File: config.mk
export PLATFORM = sky130hd
export DESIGN_NAME = dma_chan_engine
export DESIGN_NICKNAME = d
export VERILOG_FILES = /design/src/rtl/dma_chan_pkg.sv /design/src/rtl/dma_chan_regs.sv /design/src/rtl/dma_chan_seq.sv /design/src/rtl/dma_chan_flags.sv /design/src/rtl/dma_chan_engine.sv
export SDC_FILE = /design/constraint.sdc
export NUM_CORES = 1
export LEC_CHECK = 0
export BUFFER_PORTS_ARGS = -buffer_cell sky130_fd_sc_hd__buf_2
export CORE_AREA = 2 2 128 130
export DETAILED_ROUTE_END_ITERATION = 10
export DIE_AREA = 0 0 130 132
export PLACE_DENSITY = 0.7
export SYNTH_ARGS = -nofsm -noshare
export SYNTH_HDL_FRONTEND = slang
export SYNTH_SLANG_ARGS = --single-unit
File: constraint.sdc
create_clock -name clk -period 6.5 [get_ports clk]
set_input_delay 0.325 -clock clk [delete_from_list [all_inputs] [get_ports clk]]
set_output_delay 0.325 -clock clk [all_outputs]
set_load 0.01 [all_outputs]
File: src/rtl/dma_chan_pkg.sv
package dma_chan_pkg;
  localparam int DATA_W = 16;
  localparam int RA_W   = 3;

  localparam logic [RA_W-1:0] RA_CTRL = 3'd0;
  localparam logic [RA_W-1:0] RA_CNT  = 3'd1;
  localparam logic [RA_W-1:0] RA_MPTR = 3'd2;
  localparam logic [RA_W-1:0] RA_PPTR = 3'd3;
  localparam logic [RA_W-1:0] RA_STAT = 3'd4;
  localparam logic [RA_W-1:0] RA_RLD  = 3'd5;

  // control register image, bit 0 (en) is the LSB
  typedef struct packed {
    logic       tc_ie;
    logic       ht_ie;
    logic [1:0] dir;
    logic       half;
    logic       dec;
    logic       circ;
    logic       en;
  } ctrl_t;

  typedef enum logic [1:0] {ST_IDLE, ST_RD, ST_WR, ST_UPD} seq_st_e;
endpackage

File: src/rtl/dma_chan_regs.sv
module dma_chan_regs
  import dma_chan_pkg::*;
#(
  parameter int ADDR_W = 16,
  parameter int CNT_W  = 8
) (
  input  logic              clk,
  input  logic              rst,
  input  logic [RA_W-1:0]   cfg_addr,
  input  logic [ADDR_W-1:0] cfg_wdata,
  input  logic              cfg_we,
  output logic [ADDR_W-1:0] cfg_rdata,
  input  logic              xfer_done,
  input  logic              busy,
  input  logic              pend,
  input  logic [1:0]        flags,
  output ctrl_t             ctrl,
  output logic [ADDR_W-1:0] mem_ptr,
  output logic [ADDR_W-1:0] per_ptr,
  output logic [CNT_W-1:0]  cnt,
  output logic [CNT_W-1:0]  rld,
  output logic              ht_evt,
  output logic              tc_evt,
  output logic [1:0]        clr_flags
);
  localparam int CPAD = ADDR_W - CNT_W;
  localparam int KPAD = ADDR_W - 8;
  localparam int SPAD = ADDR_W - 4;

  ctrl_t             ctrl_q;
  logic [CNT_W-1:0]  cnt_q, rld_q, cnt_dec;
  logic [ADDR_W-1:0] mbase_q, pbase_q, mptr_q, pptr_q;
  logic [ADDR_W-1:0] step, mptr_nxt, pptr_nxt;
  logic              idle_cfg, last;
  logic              wr_ctrl, wr_cnt, wr_mptr, wr_pptr, wr_stat;

  assign wr_ctrl  = cfg_we && (cfg_addr == RA_CTRL);
  assign wr_cnt   = cfg_we && (cfg_addr == RA_CNT);
  assign wr_mptr  = cfg_we && (cfg_addr == RA_MPTR);
  assign wr_pptr  = cfg_we && (cfg_addr == RA_PPTR);
  assign wr_stat  = cfg_we && (cfg_addr == RA_STAT);
  assign idle_cfg = !ctrl_q.en && !busy;

  assign cnt_dec  = cnt_q - 1'b1;
  assign last     = xfer_done && (cnt_dec == '0);
  assign step     = ctrl_q.half ? ADDR_W'(2) : ADDR_W'(1);
  assign mptr_nxt = ctrl_q.dec ? (mptr_q - step) : (mptr_q + step);
  assign pptr_nxt = !ctrl_q.dir[1] ? pptr_q :
                    (ctrl_q.dec ? (pptr_q - step) : (pptr_q + step));

  assign ht_evt    = xfer_done && (cnt_dec == (rld_q >> 1));
  assign tc_evt    = last;
  assign clr_flags = wr_stat ? cfg_wdata[1:0] : 2'b00;

  always_ff @(posedge clk) begin
    if (rst) begin
      ctrl_q  <= '0;
      cnt_q   <= '0;
      rld_q   <= '0;
      mbase_q <= '0;
      pbase_q <= '0;
      mptr_q  <= '0;
      pptr_q  <= '0;
    end else begin
      if (wr_ctrl) begin
        ctrl_q.ht_ie <= cfg_wdata[6];
        ctrl_q.tc_ie <= cfg_wdata[7];
        if (!cfg_wdata[0])
          ctrl_q.en <= 1'b0;
        else if (!ctrl_q.en)
          ctrl_q.en <= idle_cfg && (cnt_q != '0);
        if (idle_cfg) begin
          ctrl_q.circ <= cfg_wdata[1];
          ctrl_q.dec  <= cfg_wdata[2];
          ctrl_q.half <= cfg_wdata[3];
          ctrl_q.dir  <= cfg_wdata[5:4];
        end
      end
      if (wr_cnt && idle_cfg) begin
        cnt_q <= cfg_wdata[CNT_W-1:0];
        rld_q <= cfg_wdata[CNT_W-1:0];
      end
      if (wr_mptr && idle_cfg) begin
        mbase_q <= cfg_wdata;
        mptr_q  <= cfg_wdata;
      end
      if (wr_pptr && idle_cfg) begin
        pbase_q <= cfg_wdata;
        pptr_q  <= cfg_wdata;
      end
      if (xfer_done) begin
        if (last && ctrl_q.circ) begin
          cnt_q  <= rld_q;
          mptr_q <= mbase_q;
          pptr_q <= pbase_q;
        end else begin
          cnt_q  <= cnt_dec;
          mptr_q <= mptr_nxt;
          pptr_q <= pptr_nxt;
          if (last) ctrl_q.en <= 1'b0;
        end
      end
    end
  end

  always_ff @(posedge clk) begin
    if (rst) begin
      cfg_rdata <= '0;
    end else begin
      case (cfg_addr)
        RA_CTRL: cfg_rdata <= {{KPAD{1'b0}}, ctrl_q};
        RA_CNT:  cfg_rdata <= {{CPAD{1'b0}}, cnt_q};
        RA_MPTR: cfg_rdata <= mptr_q;
        RA_PPTR: cfg_rdata <= pptr_q;
        RA_STAT: cfg_rdata <= {{SPAD{1'b0}}, pend, busy, flags};
        RA_RLD:  cfg_rdata <= {{CPAD{1'b0}}, rld_q};
        default: cfg_rdata <= '0;
      endcase
    end
  end

  assign ctrl    = ctrl_q;
  assign cnt     = cnt_q;
  assign rld     = rld_q;
  assign mem_ptr = mptr_q;
  assign per_ptr = pptr_q;
endmodule

File: src/rtl/dma_chan_seq.sv
module dma_chan_seq
  import dma_chan_pkg::*;
#(
  parameter int ADDR_W = 16
) (
  input  logic              clk,
  input  logic              rst,
  input  logic              en,
  input  logic              auto_run,
  input  logic              half,
  input  logic              dreq,
  input  logic [ADDR_W-1:0] src_addr,
  input  logic [ADDR_W-1:0] dst_addr,
  output logic              bus_req,
  output logic              bus_we,
  output logic              bus_size,
  output logic [ADDR_W-1:0] bus_addr,
  output logic [DATA_W-1:0] bus_wdata,
  input  logic [DATA_W-1:0] bus_rdata,
  input  logic              bus_ack,
  output logic              xfer_done,
  output logic              busy,
  output logic              pend
);
  localparam int HB = DATA_W / 2;

  seq_st_e st;
  logic    pend_q, start;

  assign start     = (st == ST_IDLE) && en && (auto_run || pend_q);
  assign xfer_done = (st == ST_UPD);
  assign busy      = (st != ST_IDLE);
  assign pend      = pend_q;

  always_ff @(posedge clk) begin
    if (rst) begin
      st        <= ST_IDLE;
      pend_q    <= 1'b0;
      bus_req   <= 1'b0;
      bus_we    <= 1'b0;
      bus_size  <= 1'b0;
      bus_addr  <= '0;
      bus_wdata <= '0;
    end else begin
      pend_q <= en && (dreq || (pend_q && !start));
      case (st)
        ST_IDLE: if (start) begin
          st       <= ST_RD;
          bus_req  <= 1'b1;
          bus_we   <= 1'b0;
          bus_size <= half;
          bus_addr <= src_addr;
        end
        ST_RD: if (bus_ack) begin
          st        <= ST_WR;
          bus_we    <= 1'b1;
          bus_addr  <= dst_addr;
          bus_wdata <= bus_size ? bus_rdata : {{HB{1'b0}}, bus_rdata[HB-1:0]};
        end
        ST_WR: if (bus_ack) begin
          st      <= ST_UPD;
          bus_req <= 1'b0;
          bus_we  <= 1'b0;
        end
        default: st <= ST_IDLE;
      endcase
    end
  end
endmodule

File: src/rtl/dma_chan_flags.sv
module dma_chan_flags #(
  parameter int NFLAG = 2
) (
  input  logic             clk,
  input  logic             rst,
  input  logic [NFLAG-1:0] set_evt,
  input  logic [NFLAG-1:0] clr,
  input  logic [NFLAG-1:0] ie,
  output logic [NFLAG-1:0] flags,
  output logic             irq
);
  logic [NFLAG-1:0] flag_q;

  for (genvar i = 0; i < NFLAG; i++) begin : g_flag
    always_ff @(posedge clk) begin
      if (rst) flag_q[i] <= 1'b0;
      else     flag_q[i] <= set_evt[i] || (flag_q[i] && !clr[i]);
    end
  end

  always_ff @(posedge clk) begin
    if (rst) irq <= 1'b0;
    else     irq <= |(flag_q & ie);
  end

  assign flags = flag_q;
endmodule

File: src/rtl/dma_chan_engine.sv
module dma_chan_engine
  import dma_chan_pkg::*;
#(
  parameter int ADDR_W = 16,
  parameter int CNT_W  = 8
) (
  input  logic              clk,
  input  logic              rst,
  input  logic [RA_W-1:0]   cfg_addr,
  input  logic [ADDR_W-1:0] cfg_wdata,
  input  logic              cfg_we,
  output logic [ADDR_W-1:0] cfg_rdata,
  input  logic              dreq,
  output logic              bus_req,
  output logic              bus_we,
  output logic              bus_size,
  output logic [ADDR_W-1:0] bus_addr,
  output logic [DATA_W-1:0] bus_wdata,
  input  logic [DATA_W-1:0] bus_rdata,
  input  logic              bus_ack,
  output logic              busy,
  output logic              pending,
  output logic              irq
);
  ctrl_t             ctrl;
  logic [ADDR_W-1:0] mem_ptr, per_ptr, src_addr, dst_addr;
  logic [CNT_W-1:0]  cnt, rld;
  logic              xfer_done, ht_evt, tc_evt, mem_src;
  logic [1:0]        flags, clr_flags;

  assign mem_src  = (ctrl.dir != 2'd0);
  assign src_addr = mem_src ? mem_ptr : per_ptr;
  assign dst_addr = mem_src ? per_ptr : mem_ptr;

  dma_chan_regs #(.ADDR_W(ADDR_W), .CNT_W(CNT_W)) u_regs (
    .clk(clk), .rst(rst),
    .cfg_addr(cfg_addr), .cfg_wdata(cfg_wdata), .cfg_we(cfg_we), .cfg_rdata(cfg_rdata),
    .xfer_done(xfer_done), .busy(busy), .pend(pending), .flags(flags),
    .ctrl(ctrl), .mem_ptr(mem_ptr), .per_ptr(per_ptr), .cnt(cnt), .rld(rld),
    .ht_evt(ht_evt), .tc_evt(tc_evt), .clr_flags(clr_flags)
  );

  dma_chan_seq #(.ADDR_W(ADDR_W)) u_seq (
    .clk(clk), .rst(rst),
    .en(ctrl.en), .auto_run(ctrl.dir[1]), .half(ctrl.half), .dreq(dreq),
    .src_addr(src_addr), .dst_addr(dst_addr),
    .bus_req(bus_req), .bus_we(bus_we), .bus_size(bus_size), .bus_addr(bus_addr),
    .bus_wdata(bus_wdata), .bus_rdata(bus_rdata), .bus_ack(bus_ack),
    .xfer_done(xfer_done), .busy(busy), .pend(pending)
  );

  dma_chan_flags #(.NFLAG(2)) u_flags (
    .clk(clk), .rst(rst),
    .set_evt({tc_evt, ht_evt}), .clr(clr_flags), .ie({ctrl.tc_ie, ctrl.ht_ie}),
    .flags(flags), .irq(irq)
  );
endmodule

==> impl_metrics.tcl <==
set metrics [dict create \
    status "complete, no violations" \
    num-fill-cells 1458 \
    p_leak_nw 3.59 \
    detail-route-antenna-nets 0 \
    die_area_sq_um 17200 \
    cts_hold_buf 0 \
    ys_ff_latch 145 \
    timing.fmax_mhz 297 \
    clock_latency_ns 0.43 \
    antenna_found_initial 0 \
    mappedNetlistArea_sq_um 7800 \
    area_growth_pct 14.6 \
    root_buffer "clkbuf_16" \
    rsz0062_at_grt "no" \
    gp_congestion 0.923 \
    critPathKind "flop to flop" \
    post-route-util 0.569 \
    slew_headroom 0.289 \
    drt_iter0_drc 708 \
    finalWirelength_mm 21.7 \
    met1_usage 0.362 \
    total_power_mw 2.03 \
    die_w_um 130 \
    vias_per_cell 5.76 \
    powerDensity_nw_per_um2 227 \
    synth_nets 1048 \
    avgRoutedWirePerCell_um 17.2 \
    synth_warnings 0 \
    synth.distinct_cells 66 \
    pre_cts_slack_ns 3.33 \
    stdcell_area_sq_um 8940 \
    place.detailed.instances 1230 \
    fin_setup_tns_ns 0 \
    dpl.hpwl_mm 14.9 \
    route.detailed.drc 0 \
    period_share 0.517 \
    cp_max_fo 10 \
    diodes 0 \
    core_sq_um 15700 \
    crit_path_end_kind "flop" \
    grt_overflow 0 \
    use_met3 0.0499 \
    io_buffers 93 \
    finalNonFillerCells 1260 \
    grt.total_usage 0.250 \
    synth_seq_area_share 0.372 \
    final-setup-viol-count 0 \
    syn_avg_cell_area_sq_um 8.03 \
    cts_buffer_depth 2 \
    place_area_sq_um 8370 \
    async_reset_ff_frac 0 \
    max_slew.worst_pin.slew_ns 1.06 \
    whs_ns 0.136 \
    die_h_um 132 \
    dr_total_vias 7257 \
    cap_violations 0 \
    numCtsBuffers 17 \
    cts_resized 0 \
    layout_commonest_cell "nand2_1" \
    num-nets-final 1109 \
    final_max_slew_viol_count 0 \
    grt_pass1_vias 6371 \
    clk_pin_slew_ns 0.06 \
    synth.area.top_cells "dfxtp_1 (37%), nand2_1 (8.4%), a21oi_1 (7.8%), ha_1 (5.8%), mux2i_1 (5.5%)" \
    crit_required_ns 6.76 \
    synth_top_area_share 0.372 \
    cts.sinks 145 \
    cp_data_arrival_time_ns 3.62 \
    grt_pass1_wl_mm 33.8 \
    hold_viol_final 0 \
    grt_max_degree 76 \
    synth_ff_type "dfxtp_1" \
    synth_area_leader_cell "dfxtp_1" \
    io_pins 94 \
    cts_tree "yes" \
    post_cts_buffers 0 \
    grt.busiest_layer "met2" \
    synth_edf_count 0 \
    period_needed_ns 3.36 \
    cts_htree_levels 4 \
    start_kind "flop" \
    rows 46 \
    worstHoldPathType "primary input to flop" \
    finClkSkew_ns 0.0110 \
    first_pass_iters 7 \
    synthCells 972 \
    worst_slack_ns 3.14 \
    final_cell_mix "nand2_1 (175), dfxtp_1 (145), a21oi_1 (120)" \
    grt_use_met2 0.373 \
    ir_drop_uv 177 \
    drive_gt1_frac 0.143 \
    initial_core_util 0.497 \
]
-- final cells by class --
class / count / area [sq um] / share of cell area
Clock inverter: 9 / 110 / 0.0123
Tap cell: 216 / 270 / 0.0302
Multi-Input combinational cell: 748 / 4600 / 0.514
Inverter: 20 / 75.1 / 0.00840
Timing Repair Buffer: 101 / 528 / 0.0590
Clock buffer: 21 / 460 / 0.0515
Sequential cell: 145 / 2900 / 0.325
-- state kept, by name (all words and copies together), names as in the netlist, 2 cells and up --
signal and flops:
u_regs.cfg_rdata 16, u_regs.mbase_q 16, u_regs.mem_ptr 16, u_regs.pbase_q 16, u_regs.per_ptr 16, u_seq.bus_addr 16, u_seq.bus_wdata 16, u_regs.cnt 8
u_regs.ctrl 8, u_regs.rld 8, u_flags.flags 2, u_seq.st 2
-- metal layers --
metal / up-vias / routed length, um / share of wire
met4: 0 / 451 / 0.021
met2: 311 / 9390 / 0.43
li1: 3569 / - / -
met3: 32 / 1860 / 0.086
met5: - / 0 / 0
met1: 3345 / 9970 / 0.46
-- worst max-delay path, stage by stage, from the launching register on --
cell,delay [ns]
dfxtp_1,0.37
inv_1,0.10
ha_1,0.17
nor3b_1,0.36
a21boi_0,0.20
nor4b_1,0.63
and3_1,0.62
nor2_1,0.25
a221oi_1,0.35
a211oi_1,0.14
-- cell usage after synthesis (3+ instances only) --
| master | count |
|---|---|
| clkbuf_1 | 45 |
| a21o_1 | 15 |
| a21oi_1 | 121 |
| o21ai_1 | 20 |
| dfxtp_1 | 145 |
| nand3b_1 | 3 |
| a221oi_1 | 12 |
| xor2_1 | 19 |
| a31oi_1 | 9 |
| nor3_1 | 10 |
| xnor2_1 | 23 |
| mux2_2 | 6 |
| a22oi_1 | 9 |
| o211ai_1 | 23 |
| nor2b_1 | 8 |
| buf_1 | 4 |
| nor2_1 | 86 |
| mux2i_1 | 43 |
| buf_2 | 6 |
| nor3b_1 | 3 |
| buf_4 | 4 |
| o21bai_1 | 3 |
| or3_1 | 4 |
| nand2_1 | 175 |
| nand4_1 | 3 |
| and2_1 | 4 |
| and3_1 | 5 |
| nand2b_1 | 5 |
| inv_1 | 18 |
| o21ai_0 | 17 |
| nand3_1 | 24 |
| ha_1 | 36 |
| a211oi_1 | 25 |
-- logic make-up after synthesis --
logic type | synth area share
compound gates | 0.223
fa+ha+maj | 0.0592
mux | 0.0696
buf+inv | 0.0409
flops | 0.372
xor+xnor | 0.0471
simple gates | 0.188
-- report_power, final --
part / internal, mW / switching (mW)
Combinational: 0.0561 / 0.0977
Sequential: 0.903 / 0.0159
Clock: 0.580 / 0.379
Total: 1.54 / 0.492
-- worst paths after layout --
check,start,endpoint,slack (ns),depth (start not counted)
max,u_regs.cnt[0],u_regs.per_ptr[11],3.14,9
max reg2reg,u_regs.cnt[0],u_regs.per_ptr[11],3.14,9
min,bus_rdata[7],u_seq.bus_wdata[7],0.14,3
min reg2reg,u_seq.bus_wdata[10],u_seq.bus_wdata[10],0.45,2
Note: power is estimated with default switching activity, not from simulation.
